--- src/rtl/elem_step_pkg.sv ---
package elem_step_pkg;
    localparam int NUM_SIDES = 2;
    typedef enum int {
        SIDE_SRC = 0,
        SIDE_DST = 1
    } side_e;
endpackage

--- src/rtl/elem_elig.sv ---
module elem_elig #(
    parameter int MAX_VL = 16,
    localparam int VLW   = $clog2(MAX_VL + 1)
) (
    input  logic [VLW-1:0]    vl,
    input  logic [MAX_VL-1:0] mask,
    input  logic              zero,
    output logic [MAX_VL-1:0] elig
);
    // An element is eligible when it lies below the length and either the
    // side zeroes (visits everything) or its mask bit is set.
    for (genvar i = 0; i < MAX_VL; i++) begin : g_bit
        assign elig[i] = (VLW'(i) < vl) && (zero || mask[i]);
    end
endmodule

--- src/rtl/elem_scan.sv ---
module elem_scan #(
    parameter int MAX_VL = 16,
    localparam int IW    = $clog2(MAX_VL)
) (
    input  logic [MAX_VL-1:0] elig,
    input  logic [IW-1:0]     base,
    input  logic              from_zero,
    output logic              found,
    output logic [IW-1:0]     idx
);
    // Lowest eligible element strictly above base, or from 0 when from_zero.
    always_comb begin
        found = 1'b0;
        idx   = '0;
        for (int j = 0; j < MAX_VL; j++) begin
            if (!found && elig[j] && (from_zero || j > int'(base))) begin
                found = 1'b1;
                idx   = IW'(j);
            end
        end
    end
endmodule

--- src/rtl/elem_step_seq.sv ---
module elem_step_seq #(
    parameter int MAX_VL = 16,
    localparam int VLW   = $clog2(MAX_VL + 1),
    localparam int IW    = $clog2(MAX_VL)
) (
    input  logic              clk,
    input  logic              rst_n,
    input  logic              start,
    input  logic [VLW-1:0]    vl,
    input  logic [MAX_VL-1:0] mask,
    input  logic              mask_en,
    input  logic              src_zero,
    input  logic              dst_zero,
    input  logic              comb_zero_en,
    input  logic              comb_zero,
    input  logic              advance,
    output logic              step_valid,
    output logic [IW-1:0]     src_idx,
    output logic [IW-1:0]     dst_idx,
    output logic              src_active,
    output logic              dst_active,
    output logic              done
);
    import elem_step_pkg::*;

    typedef struct packed {
        logic                          busy;
        logic                          done;
        logic [VLW-1:0]                vl;
        logic [MAX_VL-1:0]             mask;
        logic [NUM_SIDES-1:0]          zero;
        logic [NUM_SIDES-1:0][IW-1:0]  idx;
    } seq_state_t;

    seq_state_t state_d, state_q;

    logic                          take_start;
    logic [MAX_VL-1:0]             eff_mask;
    logic [NUM_SIDES-1:0]          eff_zero;
    logic [VLW-1:0]                sel_vl;
    logic [MAX_VL-1:0]             sel_mask;
    logic [NUM_SIDES-1:0]          sel_zero;
    logic [NUM_SIDES-1:0]          side_found;
    logic [NUM_SIDES-1:0][IW-1:0]  side_next;
    logic [VLW-1:0]                vl_cap;
    logic [NUM_SIDES-1:0]          zero_cap;

    assign take_start = start && !state_q.busy;
    assign eff_mask   = mask_en ? mask : '1;
    assign eff_zero[SIDE_SRC] = comb_zero_en ? comb_zero : src_zero;
    assign eff_zero[SIDE_DST] = comb_zero_en ? comb_zero : dst_zero;

    // Configuration seen by the scanners: fresh inputs on start, captured otherwise.
    assign sel_vl   = take_start ? vl       : state_q.vl;
    assign sel_mask = take_start ? eff_mask : state_q.mask;
    assign sel_zero = take_start ? eff_zero : state_q.zero;

    for (genvar s = 0; s < NUM_SIDES; s++) begin : g_side
        logic [MAX_VL-1:0] elig;

        elem_elig #(.MAX_VL(MAX_VL)) u_elig (
            .vl   (sel_vl),
            .mask (sel_mask),
            .zero (sel_zero[s]),
            .elig (elig)
        );

        elem_scan #(.MAX_VL(MAX_VL)) u_scan (
            .elig      (elig),
            .base      (state_q.idx[s]),
            .from_zero (take_start),
            .found     (side_found[s]),
            .idx       (side_next[s])
        );
    end

    always_comb begin
        state_d      = state_q;
        state_d.done = 1'b0;
        if (take_start) begin
            state_d.vl   = vl;
            state_d.mask = eff_mask;
            state_d.zero = eff_zero;
            if (&side_found) begin
                state_d.busy = 1'b1;
                state_d.idx  = side_next;
            end else begin
                state_d.done = 1'b1;
            end
        end else if (state_q.busy && advance) begin
            if (&side_found) begin
                state_d.idx = side_next;
            end else begin
                state_d.busy = 1'b0;
                state_d.done = 1'b1;
            end
        end
    end

    always_ff @(posedge clk or negedge rst_n) begin
        if (!rst_n) begin
            state_q <= '0;
        end else begin
            state_q <= state_d;
        end
    end

    assign step_valid = state_q.busy;
    assign done       = state_q.done;
    assign src_idx    = state_q.idx[SIDE_SRC];
    assign dst_idx    = state_q.idx[SIDE_DST];
    assign src_active = state_q.mask[state_q.idx[SIDE_SRC]];
    assign dst_active = state_q.mask[state_q.idx[SIDE_DST]];
    assign vl_cap     = state_q.vl;
    assign zero_cap   = state_q.zero;
endmodule

--- config.mk ---
export PLATFORM = sky130hd
export DESIGN_NAME = elem_step_seq
export DESIGN_NICKNAME = d
export VERILOG_FILES = /design/src/rtl/elem_step_pkg.sv /design/src/rtl/elem_elig.sv /design/src/rtl/elem_scan.sv /design/src/rtl/elem_step_seq.sv
export SDC_FILE = /design/constraint.sdc
export NUM_CORES = 1
export LEC_CHECK = 0
export BUFFER_PORTS_ARGS = -buffer_cell sky130_fd_sc_hd__buf_2
export CAP_MARGIN = 20
export CORE_UTILIZATION = 50
export CTS_CLUSTER_DIAMETER = 60
export DETAILED_ROUTE_END_ITERATION = 8
export GPL_TIMING_DRIVEN = 0
export PLACE_DENSITY = 0.74
export SYNTH_ARGS = -nofsm -noshare
export SYNTH_HDL_FRONTEND = slang
export SYNTH_SLANG_ARGS = --single-unit
--- constraint.sdc ---
create_clock -name clk -period 2.8 [get_ports clk]
set_clock_uncertainty 0.05 [all_clocks]
set_input_delay 0.56 -clock clk [delete_from_list [all_inputs] [get_ports clk]]
set_output_delay 0.56 -clock clk [all_outputs]
set_load 0.005 [all_outputs]
==> impl_metrics.ini <==
[yosys]
ys_ff_latch = 33
synth_edf_count = 0
syn_avg_cell_area_sq_um = 8.97
ys_seq_area_frac = 0.274
synth-async-reset-ratio = 1.00
yosys.cell_types.count = 73
synth_cells = 336
synth_area_sq_um = 3010
syn_nets = 366
synth-main-ff-cell = dfrtp_1
ys.warnings.count = 0

[clock_tree]
root_buffer = clkbuf_8
cts_max_path_buffers = 2
clkSinkCount = 33
clk_latency_ps = 300
h-tree-depth = 2
clkTransAtPathRegs_ps = 80
cts_tree = yes
cts_inserted_buffers = 5
postCtsHoldBufs = 0

[placed_design]
post-place-cells = 449
dpl.hpwl_microns = 7570
port_buffers = 41
place_area_sq_um = 3320
routabilityCongestion = 1.01

[run_status]
violations = setup timing
status = finished with violations

[worst_setup_path]
path_cells = buf_6 -> nand2b_4 -> buf_12 -> buf_8 -> mux2i_4 -> a21oi_2 -> o221ai_2 -> nand4_1 -> nor4_4 -> buf_6 -> nor3_4 -> buf_6 -> mux2_4
crit_path_max_incr_delay_ps = 410
crit_end = src_idx[3]$_DFFE_PN0P_
cp_slowest_cell = dfrtp_1
rrSetupSlack_ps = -280
cp_max_fo = 11
r2r_start = step_valid$_DFFE_PN0P_
required_ps = 2940
crit_top_cell = buf_6
arrival_ps = 3210
cp-startpoint = step_valid$_DFFE_PN0P_
start_kind = register
r2r-end = src_idx[3]$_DFFE_PN0P_
crit_type = reg2reg
critPathCaptureType = register
ff2ff_path_depth = 13

[timing]
rsz0062_at_grt = yes
setup_viol = 10
timing.final.crit_share = 1.10
fmax_mhz = 325
fin_ws_ps = -276
fin_crit_ps = 3080
relSlewSlack = 0.467
hold_viol = 0
tightestPinTransition_ps = 800
slew_viol_final = 0
whs_ps = 294

[floorplan]
initial_core_util = 0.534
die_w_microns = 79.6
core_sq_um = 5640
die_h_microns = 79.6
num_rows = 27
dieArea_sq_um = 6340
io_pins = 42

[cells_and_area]
multi_input_area_sq_um = 2230
utilization = 0.696
nFillCells = 455
fin_area_sq_um = 3930
drive_gt1_frac = 0.432
n_antenna_cell = 0
ff_latch_area_sq_um = 826
syn2layout_area_growth_pct = 30.4
finalNonFillerCells = 484
nNetsFinal = 441

[drt]
postRouteAntennaNets = 0
num_vias = 3318
drc = 0
vias_per_cell = 6.86
wire_per_inst_microns = 22.5
wirelength_microns = 10900
drt_iter0_drc = 484
firstDrtPassIters = 5

[grt]
grt_pass1_wl_microns = 15900
grt_max_degree = 34
track_usage = 0.344
grt_pass1_vias = 2993
antenna_found_initial = 0
overflow = 0

[power]
vdd_drop_max_mv = 0.860
p_leak_nw = 1.68
power_per_cell_area_nw_per_um2 = 1460

[hold_path]
hold_class = in2async

[job]
maxCapViolCount = 0
flip-flops by register name, indices dropped and copies added, names as in the netlist:
register	count
done	1
dst_idx	4
src_idx	4
state_q	16
step_valid	1
vl_cap	5
zero_cap	2
stage by stage:
stage | worst slack [ps] | power [mW] | TNS, ps
2_1_floorplan | -134 | 3.54 | -694
3_3_place_gp | -871 | 4.37 | -7890
3_5_place_dp | -914 | 4.43 | -8310
4_1_cts | -412 | 5.00 | -3380
5_1_grt | -354 | 6.05 | -3060
6_report | -276 | 5.75 | -2290
per-layer routing:
metal,up-vias,wire length (microns),global-route usage
met5,-,0,0
met4,0,433,0.167
met3,42,986,0.0777
met2,226,5210,0.532
met1,1612,4280,0.450
li1,1438,-,-
critical path, delay by kind of cell (launching register included):
family                 cells  cell delay (ps)
and+or+nand+nor            4              750
buffers and inverters      5              770
DFF                        1              410
muxes                      2              570
AOI/OAI and AO/OA          2              390
cells in the final DEF (no fill, tap or decap), drive strengths merged, types with 3 or more instances in the layout:
| cell type | synthesis | final |
|---|---|---|
| buf | 19 | 86 |
| dfrtp | 33 | 33 |
| nor2 | 30 | 30 |
| nand2 | 26 | 26 |
| a21oi | 22 | 22 |
| o21ai | 21 | 21 |
| inv | 18 | 18 |
| clkbuf | 8 | 16 |
| mux2 | 13 | 13 |
| mux2i | 12 | 13 |
| nor3 | 10 | 10 |
| mux4 | 9 | 9 |
| nor2b | 9 | 9 |
| o221ai | 9 | 9 |
| nand2b | 8 | 8 |
| o221a | 8 | 8 |
| nand3 | 6 | 6 |
| a31oi | 5 | 5 |
| o22ai | 4 | 4 |
| o211ai | 4 | 4 |
| o21bai | 3 | 3 |
| nand4 | 3 | 3 |
| or2 | 3 | 3 |
| o21a | 3 | 3 |
| or3 | 3 | 3 |
| nor4 | 3 | 3 |
power breakdown:
group          leakage (nW)  internal (mW)  switching, mW  total, mW
registers             0.389          0.709          0.276      0.985
logic                  1.25           2.08           2.31       4.39
clock network        0.0395          0.177          0.193      0.370
total                  1.68           2.97           2.78       5.75
cells by family (layout without fill, tap and decap cells):
| group | after synthesis | in the layout | share of synthesized area |
|---|---|---|---|
| and+or+nand+nor | 116 | 116 | 0.221 |
| AOI/OAI and AO/OA | 108 | 108 | 0.263 |
| buffers and inverters | 45 | 120 | 0.0756 |
| muxes | 34 | 35 | 0.166 |
| DFF | 33 | 33 | 0.274 |
worst min-delay path by stage:
stage                                  from                       to  slack, ps
floorplan                             rst_n           done$_DFF_PN0_        210
global placement    state_q[10]$_DFFE_PN0N_  state_q[10]$_DFFE_PN0N_        440
detailed placement  state_q[10]$_DFFE_PN0N_  state_q[10]$_DFFE_PN0N_        460
CTS                                   rst_n  state_q[12]$_DFFE_PN0N_        330
global route                          rst_n  state_q[17]$_DFFE_PN0N_        370
finish                                rst_n  state_q[12]$_DFFE_PN0N_        290
synth_stat cells, drive strengths merged, types with 10 or more instances:
master	number	area (sq um)
mux2	13	165
dfrtp	33	826
buf	19	130
inv	18	67.6
nor2	30	113
o21ai	21	105
nor3	10	66.3
nand2	26	97.6
a21oi	22	110
mux2i	12	133
layout make-up:
class / instances / share of cell area
multi-input combinational: 259 / 0.567
sequential: 33 / 0.210
timing repair buffer: 67 / 0.108
buffer: 27 / 0.0541
tap: 72 / 0.0229
clock buffer: 8 / 0.0204
inverter: 18 / 0.0172
timing repair:
action | in CTS | in global routing
resized for setup | 20 | 60
pin swaps | 6 | 14
buffers inserted | 11 | 15
cloned | 0 | 1
setup endpoints to repair | 12 | 10
No activity file was read; power rests on OpenSTA's default activity.
